File: config.mk
export PLATFORM = sky130hd
export DESIGN_NAME = tca_agent
export DESIGN_NICKNAME = d
export VERILOG_FILES = /design/src/rtl/tca_pkg.sv /design/src/rtl/tca_datapath.sv /design/src/rtl/tca_ctrl.sv /design/src/rtl/tca_agent.sv
export SDC_FILE = /design/constraint.sdc
export NUM_CORES = 1
export LEC_CHECK = 0
export ABC_CLOCK_PERIOD_IN_PS = 4300
export CAP_MARGIN = 25
export CORE_ASPECT_RATIO = 1.75
export CORE_UTILIZATION = 50
export CTS_CLUSTER_SIZE = 12
export DETAILED_ROUTE_END_ITERATION = 7
export PLACE_DENSITY = 0.86
export SETUP_SLACK_MARGIN = 0.05
export SYNTH_ARGS = -nofsm -noshare
export SYNTH_HDL_FRONTEND = slang
export SYNTH_SLANG_ARGS = --single-unit
export TNS_END_PERCENT = 30
File: constraint.sdc
create_clock -name clk -period 4.3 [get_ports clk]
set_input_delay 0.43 -clock clk [delete_from_list [all_inputs] [get_ports clk]]
set_output_delay 0.43 -clock clk [all_outputs]
set_load 0.02 [all_outputs]
File: src/rtl/tca_pkg.sv
package tca_pkg;

  typedef enum logic [2:0] {
    IN_RECON_RD = 3'd0,
    IN_RECON_WR = 3'd1,
    IN_FWD_RD   = 3'd2,
    IN_FWD_WR   = 3'd3,
    IN_TOK_DATA = 3'd4,
    IN_TOK_ONLY = 3'd5
  } inKind_e;

  typedef enum logic [3:0] {
    OUT_REQ_RD   = 4'd0,
    OUT_REQ_WR   = 4'd1,
    OUT_DATA     = 4'd2,
    OUT_TOK      = 4'd3,
    OUT_REPORT   = 4'd4,
    OUT_UNBLOCK  = 4'd5,
    OUT_PUT_DATA = 4'd6,
    OUT_PUT_TOK  = 4'd7,
    OUT_BOUNCE   = 4'd8
  } outKind_e;

  localparam logic [1:0] CORE_RD    = 2'd0;
  localparam logic [1:0] CORE_WR    = 2'd1;
  localparam logic [1:0] CORE_EVICT = 2'd2;

  // which message the datapath assembles into the output slot
  typedef enum logic [2:0] {
    MK_REQ, MK_GIVE_ONE, MK_REPORT, MK_GIVE_ALL, MK_UNBLOCK, MK_PUT, MK_BOUNCE
  } msgSel_e;

  typedef struct packed {
    logic    useCore;     // table lookup follows the core line
    logic    loadOut;     // load the output slot
    msgSel_e outSel;
    logic    loadPend;    // queue a report behind the output slot
    logic    tabAdd;      // absorb incoming tokens
    logic    tabGiveOne;  // hand one token away
    logic    tabClear;    // line loses everything
    logic    setWritable;
    logic    startMiss;
    logic    endMiss;
  } ctrlStrobe_t;

endpackage

File: src/rtl/tca_datapath.sv
module tca_datapath
  import tca_pkg::*;
#(
  parameter int NUM_CORES = 4,
  parameter int NUM_LINES = 8,
  parameter int TOK_W     = $clog2(NUM_CORES + 1),
  parameter int LINE_W    = (NUM_LINES > 1) ? $clog2(NUM_LINES) : 1,
  parameter int ID_W      = (NUM_CORES > 1) ? $clog2(NUM_CORES) : 1
) (
  input  logic                             clk,
  input  logic                             rst,
  input  ctrlStrobe_t                      strobe,
  input  logic [LINE_W-1:0]                inLine,
  input  logic [ID_W-1:0]                  inRequestor,
  input  logic [TOK_W-1:0]                 inTokens,
  input  logic                             inOwner,
  input  logic [LINE_W-1:0]                coreLine,
  input  logic                             coreWrite,
  input  logic                             outReady,
  output logic [TOK_W-1:0]                 curTok,
  output logic                             curOwner,
  output logic [TOK_W:0]                   sumTok,
  output logic                             missActive,
  output logic [LINE_W-1:0]                missLine,
  output logic                             missWrite,
  output logic                             slotBusy,
  output logic                             outValid,
  output logic [3:0]                       outType,
  output logic                             outToHome,
  output logic [ID_W-1:0]                  outDest,
  output logic [LINE_W-1:0]                outLine,
  output logic [TOK_W-1:0]                 outTokens,
  output logic                             outOwner,
  output logic [NUM_LINES-1:0][TOK_W-1:0]  tokView,
  output logic [NUM_LINES-1:0]             wrView
);

  logic [NUM_LINES-1:0][TOK_W-1:0] tokQ;
  logic [NUM_LINES-1:0]            ownQ;
  logic [NUM_LINES-1:0]            wrQ;
  logic [LINE_W-1:0]               selLine;

  assign selLine  = strobe.useCore ? coreLine : inLine;
  assign curTok   = tokQ[selLine];
  assign curOwner = ownQ[selLine];
  assign sumTok   = {1'b0, curTok} + {1'b0, inTokens};
  assign tokView  = tokQ;
  assign wrView   = wrQ;

  // line table
  always_ff @(posedge clk) begin
    if (rst) begin
      tokQ <= '0;
      ownQ <= '0;
      wrQ  <= '0;
    end else begin
      if (strobe.tabClear) begin
        tokQ[selLine] <= '0;
        ownQ[selLine] <= 1'b0;
        wrQ[selLine]  <= 1'b0;
      end else if (strobe.tabGiveOne) begin
        tokQ[selLine] <= curTok - TOK_W'(1);
        ownQ[selLine] <= curOwner && (curTok > TOK_W'(1));
        wrQ[selLine]  <= 1'b0;
      end else if (strobe.tabAdd) begin
        tokQ[selLine] <= sumTok[TOK_W-1:0];
        ownQ[selLine] <= curOwner | inOwner;
      end
      if (strobe.setWritable) wrQ[selLine] <= 1'b1;
    end
  end

  // message assembly
  outKind_e          msgType;
  logic              msgHome;
  logic [ID_W-1:0]   msgDest;
  logic [TOK_W-1:0]  msgTok;
  logic              msgOwn;
  logic [TOK_W-1:0]  repTok;
  logic              repOwn;

  assign repTok = curOwner ? curTok - TOK_W'(1) : curTok;
  assign repOwn = curOwner && (curTok > TOK_W'(1));

  always_comb begin
    msgType = OUT_REPORT;
    msgHome = 1'b1;
    msgDest = '0;
    msgTok  = '0;
    msgOwn  = 1'b0;
    case (strobe.outSel)
      MK_REQ:      msgType = coreWrite ? OUT_REQ_WR : OUT_REQ_RD;
      MK_GIVE_ONE: begin
        msgType = OUT_DATA;
        msgHome = 1'b0;
        msgDest = inRequestor;
        msgTok  = TOK_W'(1);
        msgOwn  = (curTok == TOK_W'(1));
      end
      MK_REPORT: begin
        msgTok = repTok;
        msgOwn = repOwn;
      end
      MK_GIVE_ALL: begin
        msgType = curOwner ? OUT_DATA : OUT_TOK;
        msgHome = 1'b0;
        msgDest = inRequestor;
        msgTok  = curTok;
        msgOwn  = curOwner;
      end
      MK_UNBLOCK: begin
        msgType = OUT_UNBLOCK;
        msgTok  = sumTok[TOK_W-1:0];
        msgOwn  = curOwner | inOwner;
      end
      MK_PUT: begin
        msgType = curOwner ? OUT_PUT_DATA : OUT_PUT_TOK;
        msgTok  = curTok;
        msgOwn  = curOwner;
      end
      MK_BOUNCE: begin
        msgType = OUT_BOUNCE;
        msgTok  = inTokens;
        msgOwn  = inOwner;
      end
      default: ;
    endcase
  end

  // output slot plus one queued report
  logic              pendValid;
  logic [LINE_W-1:0] pendLine;
  logic [TOK_W-1:0]  pendTok;
  logic              pendOwn;

  assign slotBusy = outValid | pendValid;

  always_ff @(posedge clk) begin
    if (rst) begin
      outValid  <= 1'b0;
      pendValid <= 1'b0;
      outType   <= '0;
      outToHome <= 1'b0;
      outDest   <= '0;
      outLine   <= '0;
      outTokens <= '0;
      outOwner  <= 1'b0;
      pendLine  <= '0;
      pendTok   <= '0;
      pendOwn   <= 1'b0;
    end else if (strobe.loadOut) begin
      outValid  <= 1'b1;
      outType   <= msgType;
      outToHome <= msgHome;
      outDest   <= msgDest;
      outLine   <= selLine;
      outTokens <= msgTok;
      outOwner  <= msgOwn;
      if (strobe.loadPend) begin
        pendValid <= 1'b1;
        pendLine  <= selLine;
        pendTok   <= repTok;
        pendOwn   <= repOwn;
      end
    end else if (outValid && outReady) begin
      if (pendValid) begin
        pendValid <= 1'b0;
        outType   <= OUT_REPORT;
        outToHome <= 1'b1;
        outDest   <= '0;
        outLine   <= pendLine;
        outTokens <= pendTok;
        outOwner  <= pendOwn;
      end else begin
        outValid <= 1'b0;
      end
    end
  end

  // the single open miss
  always_ff @(posedge clk) begin
    if (rst) begin
      missActive <= 1'b0;
      missLine   <= '0;
      missWrite  <= 1'b0;
    end else if (strobe.startMiss) begin
      missActive <= 1'b1;
      missLine   <= coreLine;
      missWrite  <= coreWrite;
    end else if (strobe.endMiss) begin
      missActive <= 1'b0;
    end
  end

endmodule

File: src/rtl/tca_ctrl.sv
module tca_ctrl
  import tca_pkg::*;
#(
  parameter int NUM_CORES = 4,
  parameter int TOK_W     = $clog2(NUM_CORES + 1),
  parameter int LINE_W    = 3
) (
  input  logic              clk,
  input  logic              rst,
  input  logic              inValid,
  input  logic [2:0]        inType,
  input  logic [LINE_W-1:0] inLine,
  input  logic              coreValid,
  input  logic [1:0]        coreOp,
  input  logic [TOK_W-1:0]  curTok,
  input  logic              curOwner,
  input  logic [TOK_W:0]    sumTok,
  input  logic              missActive,
  input  logic [LINE_W-1:0] missLine,
  input  logic              missWrite,
  input  logic              slotBusy,
  output logic              inReady,
  output logic              coreReady,
  output logic              coreDone,
  output ctrlStrobe_t       strobe
);

  localparam logic [TOK_W-1:0] FULL_TOK = TOK_W'(NUM_CORES);
  localparam logic [TOK_W:0]   FULL_SUM = (TOK_W + 1)'(NUM_CORES);

  logic inFire, coreFire, doneNext, isReadSnoop, finish;

  assign inReady   = !slotBusy;
  assign coreReady = !slotBusy && !inValid && !missActive;
  assign inFire    = inValid && inReady;
  assign coreFire  = coreValid && coreReady;

  assign isReadSnoop = (inType == IN_RECON_RD) || (inType == IN_FWD_RD);
  assign finish = missWrite ? (sumTok == FULL_SUM)
                            : ((inType == IN_TOK_DATA) && (sumTok != '0));

  always_comb begin
    strobe         = '0;
    strobe.outSel  = MK_REQ;
    strobe.useCore = !inValid;
    doneNext       = 1'b0;
    if (inFire) begin
      if (inType <= IN_FWD_WR) begin
        if (curTok != '0) begin
          strobe.loadOut = 1'b1;
          if (!isReadSnoop) begin
            strobe.outSel   = MK_GIVE_ALL;
            strobe.tabClear = 1'b1;
          end else if (curOwner) begin
            strobe.outSel     = MK_GIVE_ONE;
            strobe.loadPend   = 1'b1;
            strobe.tabGiveOne = 1'b1;
          end else begin
            strobe.outSel = MK_REPORT;
          end
        end
      end else if (inType <= IN_TOK_ONLY) begin
        if (missActive && (missLine == inLine)) begin
          strobe.tabAdd = 1'b1;
          if (finish) begin
            strobe.loadOut     = 1'b1;
            strobe.outSel      = MK_UNBLOCK;
            strobe.endMiss     = 1'b1;
            strobe.setWritable = missWrite;
            doneNext           = 1'b1;
          end
        end else begin
          strobe.loadOut = 1'b1;
          strobe.outSel  = MK_BOUNCE;
        end
      end
    end else if (coreFire) begin
      case (coreOp)
        CORE_RD: begin
          if (curTok != '0) doneNext = 1'b1;
          else begin
            strobe.loadOut   = 1'b1;
            strobe.startMiss = 1'b1;
          end
        end
        CORE_WR: begin
          if (curTok == FULL_TOK) begin
            doneNext           = 1'b1;
            strobe.setWritable = 1'b1;
          end else begin
            strobe.loadOut   = 1'b1;
            strobe.startMiss = 1'b1;
          end
        end
        CORE_EVICT: begin
          doneNext = 1'b1;
          if (curTok != '0) begin
            strobe.loadOut  = 1'b1;
            strobe.outSel   = MK_PUT;
            strobe.tabClear = 1'b1;
          end
        end
        default: doneNext = 1'b1;
      endcase
    end
  end

  always_ff @(posedge clk) begin
    if (rst) coreDone <= 1'b0;
    else     coreDone <= doneNext;
  end

endmodule

File: src/rtl/tca_agent.sv
module tca_agent
  import tca_pkg::*;
#(
  parameter int NUM_CORES = 4,
  parameter int NUM_LINES = 8,
  parameter int TOK_W     = $clog2(NUM_CORES + 1),
  parameter int LINE_W    = (NUM_LINES > 1) ? $clog2(NUM_LINES) : 1,
  parameter int ID_W      = (NUM_CORES > 1) ? $clog2(NUM_CORES) : 1
) (
  input  logic              clk,
  input  logic              rst,
  input  logic              coreValid,
  input  logic [1:0]        coreOp,
  input  logic [LINE_W-1:0] coreLine,
  output logic              coreReady,
  output logic              coreDone,
  input  logic              inValid,
  output logic              inReady,
  input  logic [2:0]        inType,
  input  logic [LINE_W-1:0] inLine,
  input  logic [ID_W-1:0]   inRequestor,
  input  logic [TOK_W-1:0]  inTokens,
  input  logic              inOwner,
  output logic              outValid,
  input  logic              outReady,
  output logic [3:0]        outType,
  output logic              outToHome,
  output logic [ID_W-1:0]   outDest,
  output logic [LINE_W-1:0] outLine,
  output logic [TOK_W-1:0]  outTokens,
  output logic              outOwner
);

  ctrlStrobe_t                     strobe;
  logic [TOK_W-1:0]                curTok;
  logic                            curOwner;
  logic [TOK_W:0]                  sumTok;
  logic                            missActive;
  logic [LINE_W-1:0]               missLine;
  logic                            missWrite;
  logic                            slotBusy;
  logic [NUM_LINES-1:0][TOK_W-1:0] tokView;
  logic [NUM_LINES-1:0]            wrView;
  logic                            coreWrite;

  assign coreWrite = (coreOp == CORE_WR);

  tca_ctrl #(.NUM_CORES(NUM_CORES), .TOK_W(TOK_W), .LINE_W(LINE_W)) u_ctrl (
    .clk, .rst, .inValid, .inType, .inLine, .coreValid, .coreOp,
    .curTok, .curOwner, .sumTok, .missActive, .missLine, .missWrite,
    .slotBusy, .inReady, .coreReady, .coreDone, .strobe
  );

  tca_datapath #(.NUM_CORES(NUM_CORES), .NUM_LINES(NUM_LINES), .TOK_W(TOK_W),
                 .LINE_W(LINE_W), .ID_W(ID_W)) u_dp (
    .clk, .rst, .strobe, .inLine, .inRequestor, .inTokens, .inOwner,
    .coreLine, .coreWrite, .outReady, .curTok, .curOwner, .sumTok,
    .missActive, .missLine, .missWrite, .slotBusy, .outValid, .outType,
    .outToHome, .outDest, .outLine, .outTokens, .outOwner, .tokView, .wrView
  );

endmodule

**After elaboration in Yosys (flattened, before gate mapping)**

Index checks and enable logic that the tools add are counted.

- Flip-flop bits (word level): 61
- Word-level logic and storage cells: 180
- Output and inout bits: 18
- Input bits: 22

- Bitwise gates (word level): 6
- Mux-type cells: 99
- $lt $le $gt $ge: 5
- Reduce and logical (&&, ||, !) cells: 28
- Add/sub/neg operators: 2
- Equality and inequality tests: 16

Operator list:

| operator | number |
|---|---|
| 24-bit two-way mux | 3 |
| 24-bit bitwise mux | 2 |
| 1-bit two-way mux | 46 |
| 3-bit two-way mux | 14 |
| 4-bit two-way mux | 10 |
| 24-bit AND | 1 |
| 8-bit two-way mux | 3 |
| 24-bit NOT | 1 |
| 4-bit one-hot mux with 6 select lines | 1 |
| 8-bit bitwise mux | 2 |
| 2-bit two-way mux | 8 |
| 3-bit equality test (second input constant) | 5 |
| 3-bit one-hot mux with 5 select lines | 1 |
| 3-bit binary-select mux with 3-bit select | 1 |
| 3-bit demux with 3-bit select | 1 |
| 3-bit by 2-bit equality test with 1-bit output (second input constant) | 3 |
| 1-bit logical AND | 9 |
| 8-bit AND | 1 |
| 8-bit NOT | 1 |
| 2-bit AND reduction | 4 |
| 3-bit by 1-bit equality test with 1-bit output (second input constant) | 2 |
| 3-bit zero test | 2 |
| 2-bit nonzero test | 3 |
| 3-bit nonzero test | 2 |
| other kinds (24) | 30 |

**Longest topological paths before layout**

Gate-level depths: netlist of the first run.

- Depth in word-level cells: 16
- Depth in mapped cells: 18

**Hierarchy**

Synthesis of the first run repeated with hierarchy kept, for this count alone.

- Cell total of the unflattened synthesis: 494
- Area total of the unflattened synthesis: 4,000.1 µm²

By module, submodules not included:

| module | area each (µm²) | times used | cells an instance |
|---|---|---|---|
| tca_datapath | 3,687.3 | 1 | 451 |
| tca_ctrl | 299.0 | 1 | 42 |
| tca_agent | 13.8 | 1 | 1 |

**Worst setup path before layout of the first run**

OpenSTA, ideal clock, no wires.

- Path kind: input to register
- From: in inValid
- To: reg u_dp.outTokens[0]
- Data required time: 4.181 ns
- Cell stages on the path: 14
- Arrival time: 3.952 ns
- Path slack: 0.230 ns
- Cell sequence: buf_6 mux2i_1 clkbuf_1 nand2_1 a311oi_1 o21ai_0 fa_1 nor3b_1 o2bb2ai_1 a211oi_1 o31ai_1 clkbuf_1 nand2_1 o221a_2

- Cells in the longest elaborated chain, start to end: 16

RTL lines:

| element | RTL line | source |
|---|---|---|
| from (decl) | tca_agent.sv:17 | `input logic inValid,` |
| 3-bit two-way mux | tca_datapath.sv:43 | `assign selLine = strobe.useCore ? coreLine : inLine;` |
| 3-bit binary-select mux with 3-bit select | tca_datapath.sv:44 | `assign curTok = tokQ[selLine];` |
| 3-bit two-way mux (implied by the code) | tca_datapath.sv:44 |  |
| 3-bit by 3-bit adder with 4-bit output | tca_datapath.sv:46 | `assign sumTok = {1'b0, curTok} + {1'b0, inTokens};` |
| 4-bit nonzero test | tca_ctrl.sv:40 | `: ((inType == IN_TOK_DATA) && (sumTok != '0));` |
| 1-bit logical AND | tca_ctrl.sv:40 |  |
| 1-bit two-way mux | tca_ctrl.sv:39 | `assign finish = missWrite ? (sumTok == FULL_SUM)` |
| 4-bit two-way mux | tca_ctrl.sv:65 | `if (finish) begin` |
| 4-bit two-way mux | tca_ctrl.sv:63 | `if (missActive && (missLine == inLine)) begin` |
| 4-bit two-way mux | tca_ctrl.sv:62 | `end else if (inType <= IN_TOK_ONLY) begin` |
| 4-bit two-way mux | tca_ctrl.sv:48 | `if (inType <= IN_FWD_WR) begin` |
| 4-bit two-way mux | tca_ctrl.sv:47 | `if (inFire) begin` |
| 3-bit by 2-bit equality test with 1-bit output / 3-bit equality test (equally long branches) | tca_datapath.sv:91 | `case (strobe.outSel)` |
| 2-bit OR reduction (no line) | -- |  |
| 3-bit one-hot mux with 5 select lines | tca_datapath.sv:91 |  |
| 3-bit two-way mux | tca_datapath.sv:151 | `end else if (strobe.loadOut) begin` |
| to (signal assigned) | tca_datapath.sv:157 | `outTokens <= msgTok;` |
| to (signal assigned) | tca_datapath.sv:172 | `outTokens <= pendTok;` |
| to (decl) | tca_datapath.sv:32 | `output logic [TOK_W-1:0] outTokens,` |

Several ways; a longest one is shown, not always the timed one. The select of a mux whose other input is x is not followed.
A chain may end at the register's enable or synchronous reset.

**Worst setup path after layout of the first run**

- From: in inValid
- To: reg u_dp.outTokens[2]

Same word-level chain as after synthesis.

==> results of run 1 <==
[path summary, 6_finish.rpt]
| kind | slack [ns] | start | endpoint |
|---|---|---|---|
| max reg2reg | 0.98 | u_dp.tokView[10] | u_dp.outTokens[2] |
| min reg2reg | 0.45 | u_dp.tokView[2] | u_dp.tokView[2] |
| min | 0.45 | u_dp.tokView[2] | u_dp.tokView[2] |
| max | 0.19 | inValid | u_dp.outTokens[2] |
[repair_timing]
item,4_1_cts,5_1_grt
gates resized for setup,0,8
buffers inserted,0,3
endpoints found under the setup margin,0,15
[power groups by stage]
stage	combinational, W	clock, W	sequential, W
5_1_grt	0.000344	0.000775	0.000595
3_5_place_dp	0.000296	0	0.000605
6_report	0.000322	0.000743	0.000593
3_3_place_gp	0.000291	0	0.000604
4_1_cts	0.000298	0.000752	0.000593
2_1_floorplan	0.000155	0	0.000620
[cell type report]
class / count / area (um2) / share of cell area [%]
inverters: 13 / 48.8 / 1.12
repair buffers: 74 / 664 / 15.2
clock inverters: 5 / 56.3 / 1.29
flip-flops and latches: 61 / 1220 / 28.0
multi-input cells: 295 / 2020 / 46.2
well taps: 82 / 103 / 2.35
clock buffers: 11 / 253 / 5.79
[layer usage]
layer / share of wire, % / up-vias / track usage [%]
li1: - / 1566 / -
met1: 35 / 1634 / 30.5
met2: 52 / 170 / 57.0
met3: 5.0 / 65 / 8.78
met4: 7.5 / 0 / 24.5
met5: 0 / - / 0
[cell usage in the layout, fill, tap and decap left out, types with 3 or more instances in the layout]
cell | Yosys | routed
nand3_1 | 8 | 8
o21ai_0 | 18 | 16
o21ai_1 | 2 | 4
a31oi_1 | 3 | 3
a22oi_1 | 20 | 20
o21a_1 | 3 | 3
a311oi_1 | 4 | 4
xnor2_1 | 3 | 3
clkbuf_16 | 0 | 9
a21oi_1 | 24 | 24
nor2b_1 | 3 | 3
nor2_1 | 63 | 63
a32oi_1 | 8 | 8
ha_1 | 7 | 7
o31ai_2 | 3 | 4
mux2i_1 | 20 | 19
inv_1 | 13 | 13
dfxtp_1 | 61 | 61
nand2_1 | 33 | 33
a211oi_1 | 9 | 8
nor3_1 | 12 | 12
buf_4 | 0 | 33
o31ai_4 | 5 | 5
clkdlybuf4s50_1 | 0 | 38
[metrics by stage]
| stage | hold WS (ns) | instance area [um2] |
|---|---|---|
| 2_1_floorplan | 0.431 | 3360 |
| 3_3_place_gp | 0.440 | 3990 |
| 3_5_place_dp | 0.445 | 3990 |
| 4_1_cts | 0.452 | 4300 |
| 5_1_grt | 0.480 | 4360 |
| 6_report | 0.449 | 4360 |
[registers in the layout, summed over array words and instances, names as in the netlist, 2 cells and up]
register / count
u_dp.tokView: 24
u_dp.outType: 4
u_dp.pendLine: 3
u_dp.pendTok: 3
u_dp.ownQ: 8
u_dp.missLine: 3
u_dp.outLine: 3
u_dp.outTokens: 3
u_dp.outDest: 2
[logic make-up after synthesis]
logic type	Yosys count	share of synthesized area, %
AOI/OAI and AO/OA	120	28.7
xor gates and xnor gates	4	1.04
adders and majority gates	8	3.20
buffers and inverters	31	4.51
DFF	61	36.4
muxes	24	7.49
and+or+nand+nor	139	18.7
[tightest hold or removal path: stages (launching register included)]
cell and delay, ns:
dfxtp_1 0.30, nand2_1 0.05, a21oi_1 0.05
==> summary.md, run 1 <==
| Metric | Value |
|---|---|
| Outcome | `finished, final reports clean` |
| Achievable frequency | `0.244 GHz` |
| Arrival time worst endpoint | `4.34 ns` |
| Seq pwr share | `35.8%` |
| Share of the synthesized area in the top cell type | `36.4%` |
| Slew margin rel. | `30.3%` |
| Setup WS post-layout | `0.195 ns` |
| Post-route antenna net violation count | `0` |
| Worst-path clk slew | `0.05 ns` |
| Num Clock Sinks | `61` |
| Unrepaired setup endpoints after global routing | `yes` |
| Yosys reg bits | `61` |
| Placement Setup Slack | `-0.165 ns` |
| Switching share of power | `27.5%` |
| Number of remaining DRC errors | `0` |
| # fillers | `509` |
| Nets@finish | `484` |
| TritonRoute pass-1 iters | `5` |
| Buf/Inv on CP | `7` |
| Count leader, synth | `nor2_1` |
| Hold/Removal Path Class | `flop to flop` |
| Synth Instances | `387` |
| Critical-path maximum fanout | `13` |
| Die X | `64.0 um` |
| Period Utilization, post-route | `95.5%` |
| LEAKAGE | `1.66 nW` |
| Post-Layout Cell Count | `541` |
| CP max-delay cell | `clkdlybuf4s50_1` |
| Skew final | `0.00939 ns` |
| First-pass GRT wire length | `17.1 mm` |
| Final setup vio count | `0` |
| Synth area leaders | `dfxtp_1 36%, nor2_1 7.0%, mux2i_1 6.0%, a22oi_1 4.5%, nand2_1 3.7%` |
| PortBufs | `39` |
| GRT Total Usage | `32.3%` |
| Chip Height | `110 um` |
| Die ar. | `7060 um2` |
| Seq/Total Area, Yosys | `36.4%` |
| Initial antenna violation count | `0` |
| Mapped cell area | `3360 um2` |
| Final hold viol count | `0` |
| Latest clock arrival within the worst-skew pair | `0.33 ns` |
| CP top delay family | `compound AO/OA/AOI/OAI gates` |
| Synth warnings | `0` |
| Top Ports | `40` |
| Inserted Diodes | `0` |
| Ys flop type | `dfxtp_1` |
| Crit-path cells | `clkdlybuf4s50_1 > buf_4 > buf_4 > mux2_4 > nor3_1 > o21ai_0 > o21ai_1 > buf_4 > inv_1 > ha_1 > a211oi_1 > o2bb2ai_1 > a211oi_2 > o31ai_2 > buf_4 > buf_4 > o21ai_0 > o21a_1 > a311oi_1` |
| Gr ovfl total | `0` |
| VDD IR-drop max | `0.329 mV` |
| Logic pwr share | `19.4%` |
| Clock tree buffer depth | `2` |
| Detail Placement HPWL | `7.84 mm` |
| CTS buffer count | `9` |
| Maxcap violations | `0` |
| Peak per-stage delay on the critical path | `0.45 ns` |
| Initial Util | `51.7%` |
| Hold Buf Count CTS | `0` |
| CP Class | `input port to flop` |
| Crit. End Element | `flop` |
| Slew Limit Fails | `0` |
| WP depth | `19` |
| # rows | `39` |
| Net Sw Power | `0.000456 W` |
| Number of synthesized flops with an enable pin | `0` |
| Cell Count Post-Placement | `521` |
| CORE AREA | `6490 um2` |
| Clk pwr share | `44.8%` |
| CTS Root Cell | `clkbuf_16` |
| Final Core Density | `67.2%` |
| CP Data Required Time | `4.53 ns` |
| Via Count | `3435` |
| Total wire length | `11.0 mm` |
| Area grow syn2layout | `29.9%` |
| Vias per inst | `6.35` |
| Most frequent cells after synthesis | `63 x nor2_1, 61 x dfxtp_1, 33 x nand2_1, 24 x a21oi_1` |
| Total Power | `0.00166 W` |
| Initial DRC Count | `379` |
| FFs w/ async S/R, synth | `0%` |
| Min-Delay Path Depth | `2` |
| Synth Net Count | `417` |
| Worst Setup Start Kind | `input port` |
| Vias in the first global route | `3410` |
| Placer Congestion | `0.954` |
| Post-DR wirelength/cell | `20.3 um` |
| Syn avg cell area | `8.68 um2` |
| Final TNS setup | `0 ns` |
| PwrDens | `380 nW/um2` |
| Layout cells sized above 1 | `17.9%` |
| Worst Reg-to-Reg Cells | `13` |
| Tmin final | `4.11 ns` |
| Crit-path most repeated cell | `buf_4` |
| CTS tree | `done` |
| Internal Power | `0.00120 W` |
| Worst slew pin tran | `1.05 ns` |
| Yosys top cell by area | `dfxtp_1` |
| H-tree levels | `3` |
| Count of cell types in the netlist | `58` |
| Pin count of the biggest net entering global routing | `58` |
Power figures use the tool's default switching activity.
==> inputs of run 2 (changes only) <==
--- a/config.mk
+++ b/config.mk
@@ -7,8 +7,10 @@
 export LEC_CHECK = 0
 export ABC_CLOCK_PERIOD_IN_PS = 4300
 export CAP_MARGIN = 25
+export CELL_PAD_IN_SITES_DETAIL_PLACEMENT = 0
+export CELL_PAD_IN_SITES_GLOBAL_PLACEMENT = 1
 export CORE_ASPECT_RATIO = 1.75
-export CORE_UTILIZATION = 50
+export CORE_UTILIZATION = 38
 export CTS_CLUSTER_SIZE = 12
 export DETAILED_ROUTE_END_ITERATION = 7
 export PLACE_DENSITY = 0.86
==> summary.md, run 2 (synthesis results as in run 1) <==
| Metric | Value |
|---|---|
| Initial antenna violation count | `0` |
| CORE AREA | `8610 um2` |
| Chip Height | `126 um` |
| Switching share of power | `27.5%` |
| Period Utilization, post-route | `94.0%` |
| Hold Path Sink | `u_dp.ownQ[1]` |
| Final setup vio count | `0` |
| Peak per-stage delay on the critical path | `0.45 ns` |
| Worst slew pin tran | `0.899 ns` |
| CP Class | `input port to flop` |
| Arrival time worst endpoint | `4.24 ns` |
| PortBufs | `39` |
| Clock tree buffer depth | `2` |
| LEAKAGE | `1.72 nW` |
| Unrepaired setup endpoints after global routing | `yes` |
| Internal Power | `0.00119 W` |
| Final TNS setup | `0 ns` |
| Post-DR wirelength/cell | `17.9 um` |
| Min-Delay Path Depth | `2` |
| Worst Setup Start Kind | `input port` |
| CTS tree | `done` |
| CP Data Required Time | `4.50 ns` |
| CTS buffer count | `9` |
| Tmin final | `4.04 ns` |
| Final Core Density | `52.2%` |
| CTS Root Cell | `clkbuf_16` |
| Skew final | `0.00365 ns` |
| Via Count | `3299` |
| Max reg flops | `24` |
| Vias per inst | `5.61` |
| Achievable frequency | `0.247 GHz` |
| Critical hold path startpoint | `rst` |
| Num Clock Sinks | `61` |
| Worst-path clk slew | `0.05 ns` |
| VDD IR-drop max | `0.215 mV` |
| Slew margin rel. | `40.1%` |
| Final hold viol count | `0` |
| Crit-path cells | `clkdlybuf4s50_1 > buf_4 > buf_4 > mux2i_2 > nand2_2 > o221ai_1 > o2bb2ai_2 > inv_1 > ha_1 > inv_1 > fa_1 > nor3b_2 > a21oi_1 > a211oi_2 > buf_4 > o21ai_1 > nor2_1 > a221oi_2 > a311oi_1` |
| Area grow syn2layout | `33.8%` |
| Most frequent cells in the layout | `63 x nor2_1, 61 x dfxtp_1, 45 x buf_4` |
| Crit-path most repeated cell | `buf_4` |
| Number of remaining DRC errors | `0` |
| Commonest non-fill, non-tap cell in the layout | `nor2_1` |
| Die ar. | `9230 um2` |
| Total wire length | `10.6 mm` |
| Reg2Reg Setup Slack | `1.05 ns` |
| Layout cells sized above 1 | `20.0%` |
| Worst Reg-to-Reg Cells | `15` |
| Outcome | `finished, final reports clean` |
| Maxcap violations | `0` |
| Placer Congestion | `0.957` |
| Clk pwr share | `44.3%` |
| First-pass GRT wire length | `16.8 mm` |
| # fillers | `830` |
| Critical-path maximum fanout | `9` |
| Die X | `73.1 um` |
| Latest clock arrival within the worst-skew pair | `0.33 ns` |
| Final Instance Area | `4490 um2` |
| # rows | `45` |
| Vias in the first global route | `3434` |
| GRT Total Usage | `24.3%` |
| Initial DRC Count | `183` |
| Seq pwr share | `36.1%` |
| Post-route antenna net violation count | `0` |
| CP max-delay cell | `clkdlybuf4s50_1` |
| Crit. End Element | `flop` |
| Setup bufs post-CTS | `0` |
| Inserted Diodes | `0` |
| Slew Limit Fails | `0` |
| PwrDens | `365 nW/um2` |
| Logic pwr share | `19.6%` |
| Critical R2R Launch | `u_dp.tokView[15]` |
| Hold/Removal Path Class | `input port to flop` |
| H-tree levels | `3` |
| Pin count of the biggest net entering global routing | `58` |
| Nets@finish | `496` |
| TritonRoute pass-1 iters | `4` |
| Hold Buf Count CTS | `0` |
| Net Sw Power | `0.000452 W` |
| Reg2reg end | `u_dp.outOwner` |
| Gr ovfl total | `0` |
| Top Ports | `40` |
| Placed cell area | `4150 um2` |
| Detail Placement HPWL | `8.10 mm` |
| Initial Util | `39.0%` |
-- run 2: metrics by stage --
step | setup slack [ns] | hold slack [ns] | cells | power [W]
finish | 0.259 | 0.437 | 588 | 0.00164
global route | 0.0445 | 0.451 | 588 | 0.00170
CTS | 0.0908 | 0.451 | 587 | 0.00164
detailed placement | -0.400 | 0.444 | 571 | 0.000916
global placement | -0.229 | 0.441 | 571 | 0.000912
floorplan | 0.230 | 0.431 | 387 | 0.000775
-- run 2: worst max-delay path by stage --
| stage | from | endpoint | cells after the start |
|---|---|---|---|
| after global placement | inValid | u_dp.outOwner | 16 |
| after floorplan | inValid | u_dp.outTokens[0] | 14 |
| after detailed placement | inValid | u_dp.outOwner | 15 |
| final | inValid | u_dp.outOwner | 19 |
| after global routing | inValid | u_dp.outType[0] | 18 |
| after CTS | inValid | u_dp.outType[0] | 14 |
-- run 2: cell type report --
cell class | instances | area [um2] | share of cell area [%]
timing repair buffer | 86 | 763 | 17.0
inverter | 13 | 48.8 | 1.09
tap | 117 | 146 | 3.26
clock inverter | 6 | 61.3 | 1.36
sequential | 61 | 1220 | 27.2
clock buffer | 10 | 239 | 5.32
multi-input combinational | 295 | 2010 | 44.8
-- run 2: layer usage --
layer	vias to the layer above	GRT usage, %	wire [um]
met5	-	0	0
met4	0	17.5	677
met3	51	5.48	382
met2	96	43.4	5750
met1	1563	23.6	3740
li1	1589	-	-
-- run 2: what timing repair did --
item | CTS | global route
pin swaps | 0 | 0
setup endpoints to repair | 1 | 19
gates resized for setup | 1 | 6
-- run 2: critical path: cells and delay by family --
family,cells,cell delay [ns]
AND/OR/NAND/NOR,3,0.39
AO/OA/AOI/OAI,7,1.44
adder cells (fa/ha/maj),2,0.61
buffers and inverters,6,1.02
multiplexers,1,0.33
-- run 2: power groups by stage --
| stage | logic, W | clock network [W] | registers [W] |
|---|---|---|---|
| 2_1_floorplan | 0.000155 | 0 | 0.000620 |
| 3_3_place_gp | 0.000308 | 0 | 0.000604 |
| 3_5_place_dp | 0.000312 | 0 | 0.000605 |
| 4_1_cts | 0.000314 | 0.000737 | 0.000593 |
| 5_1_grt | 0.000346 | 0.000763 | 0.000594 |
| 6_report | 0.000322 | 0.000727 | 0.000592 |
==> inputs of run 3 (changes only) <==
--- a/config.mk
+++ b/config.mk
@@ -13,6 +13,7 @@
 export CORE_UTILIZATION = 38
 export CTS_CLUSTER_SIZE = 12
 export DETAILED_ROUTE_END_ITERATION = 7
+export GPL_ROUTABILITY_DRIVEN = 0
 export PLACE_DENSITY = 0.86
 export SETUP_SLACK_MARGIN = 0.05
 export SYNTH_ARGS = -nofsm -noshare
==> summary.md, run 3 (synthesis results as in run 1) <==
| Metric | Value |
|---|---|
| Worst Reg-to-Reg Cells | `13` |
| First-pass GRT wire length | `16.5 mm` |
| CTS buffer count | `9` |
| Nets@finish | `497` |
| Period Utilization, post-route | `94.5%` |
| Net Sw Power | `0.000461 W` |
| PwrDens | `363 nW/um2` |
| PortBufs | `39` |
| Outcome | `finished, final reports clean` |
| Initial Util | `39.0%` |
| Skew final | `0.00499 ns` |
| Detail Placement HPWL | `8.04 mm` |
| Register Area | `1220 um2` |
| Die X | `73.1 um` |
| H-tree levels | `3` |
| Worst Setup Start Kind | `input port` |
| Clk pwr share | `44.1%` |
| TritonRoute pass-1 iters | `4` |
| Critical R2R Launch | `u_dp.tokView[19]` |
| Placement Setup Slack | `-0.543 ns` |
| Setup bufs post-CTS | `0` |
| Final TNS setup | `0 ns` |
| Num Clock Sinks | `61` |
| Initial DRC Count | `166` |
| Vias in the first global route | `3476` |
| Latest clock arrival within the worst-skew pair | `0.34 ns` |
| Critical hold path startpoint | `rst` |
| Via Count | `3324` |
| Die ar. | `9230 um2` |
| Reg2Reg Setup Slack | `1.02 ns` |
| Tmin final | `4.06 ns` |
| Seq pwr share | `36.1%` |
| Critical-path maximum fanout | `9` |
| Chip Height | `126 um` |
| VDD IR-drop max | `0.338 mV` |
| Placed cell area | `4170 um2` |
| Maxcap violations | `0` |
| Min-Delay Path Depth | `2` |
| Post-route antenna net violation count | `0` |
| Max reg flops | `24` |
| Unrepaired setup endpoints after global routing | `yes` |
| Slew Limit Fails | `0` |
| Total Power | `0.00164 W` |
| Layout cells sized above 1 | `20.3%` |
| Top Ports | `40` |
| Worst-path clk slew | `0.06 ns` |
| Hold/Removal Path Class | `input port to flop` |
| Most frequent cells in the layout | `61 x nor2_1, 61 x dfxtp_1, 45 x buf_4` |
| Arrival time worst endpoint | `4.28 ns` |
| Total wire length | `10.5 mm` |
| Worst slew pin tran | `0.877 ns` |
| Final Instance Area | `4520 um2` |
| Internal Power | `0.00118 W` |
| Vias per inst | `5.64` |
| Gr ovfl total | `0` |
| CP Class | `input port to flop` |
| Multi-input gate area | `2020 um2` |
| Number of remaining DRC errors | `0` |
| CP Data Required Time | `4.51 ns` |
| Initial antenna violation count | `0` |
| Achievable frequency | `0.246 GHz` |
| Setup WS post-layout | `0.239 ns` |
| Clock tree buffer depth | `2` |
| LEAKAGE | `1.73 nW` |
| Switching share of power | `28.1%` |
| GRT Total Usage | `24.2%` |
| Inserted Diodes | `0` |
| Logic pwr share | `19.8%` |
| CP Launch Point | `inValid` |
| Final setup vio count | `0` |
| # fillers | `813` |
| Slew margin rel. | `41.5%` |
| CORE AREA | `8610 um2` |
| # rows | `45` |
| Post-DR wirelength/cell | `17.9 um` |
| Pin count of the biggest net entering global routing | `58` |
| Hold Path Sink | `u_dp.outOwner` |
| Final Core Density | `52.4%` |
| Reg2reg end | `u_dp.outType[3]` |
| CTS Root Cell | `clkbuf_16` |
| Area grow syn2layout | `34.5%` |
| Final hold viol count | `0` |
| Crit. End Element | `flop` |
| CTS tree | `done` |
[run 3: changes by cell type in the layout (fill, tap and decap cells not counted), sizes merged]
cell    change
buf         +1
clkbuf      -1
clkinv      +1
[run 3: stage by stage]
stage               hold WS [ns]  instances
CTS                        0.455        588
global placement           0.442        572
global route               0.320        589
floorplan                  0.431        387
finish                     0.316        589
detailed placement         0.449        572
[run 3: routing by layer]
layer	track usage [%]	share of wire, %	vias up
met1	22.2	36	1592
met3	5.48	2.7	51
met5	0	0	-
met2	43.1	54	91
li1	-	-	1590
met4	21.1	7.7	0
[run 3: cell type report]
cell class | count | share of cell area (%)
inverter | 13 | 1.08
sequential | 61 | 27.0
timing repair buffer | 87 | 17.3
tap | 117 | 3.24
clock inverter | 7 | 1.63
clock buffer | 9 | 4.99
multi-input combinational | 295 | 44.7
[run 3: what timing repair did]
item	CTS	global route
cloned	0	0
hold buffers	0	0
setup endpoints to repair	14	22
endpoints found under the hold margin	0	0
resized for setup	2	6
[run 3: worst max path at each step]
stage                         to  slack, ns
2_1_floorplan  u_dp.outTokens[0]       0.23
3_3_place_gp   u_dp.outTokens[0]      -0.36
3_5_place_dp   u_dp.outTokens[0]      -0.54
4_1_cts          u_dp.outType[3]       0.07
5_1_grt        u_dp.outTokens[2]      -0.03
6_report         u_dp.outType[3]       0.24
[run 3: power by group through the flow]
stage | Clock (W) | Combinational (W) | Sequential (W)
finish | 0.000723 | 0.000325 | 0.000593
global route | 0.000762 | 0.000349 | 0.000594
CTS | 0.000733 | 0.000316 | 0.000593
detailed placement | 0 | 0.000312 | 0.000605
global placement | 0 | 0.000309 | 0.000604
floorplan | 0 | 0.000155 | 0.000620
[run 3: worst max-delay path: stages]
cell             delay [ns]
clkdlybuf4s50_1        0.45
buf_4                  0.16
mux2_2                 0.41
buf_4                  0.15
nor3_1                 0.12
nor3_1                 0.09
o2bb2ai_2              0.16
inv_1                  0.07
ha_1                   0.19
inv_1                  0.07
fa_1                   0.43
nor3b_2                0.19
o2bb2ai_1              0.13
a211oi_2               0.35
o31ai_4                0.14
and2_0                 0.28
a22oi_1                0.36
nor2_1                 0.07
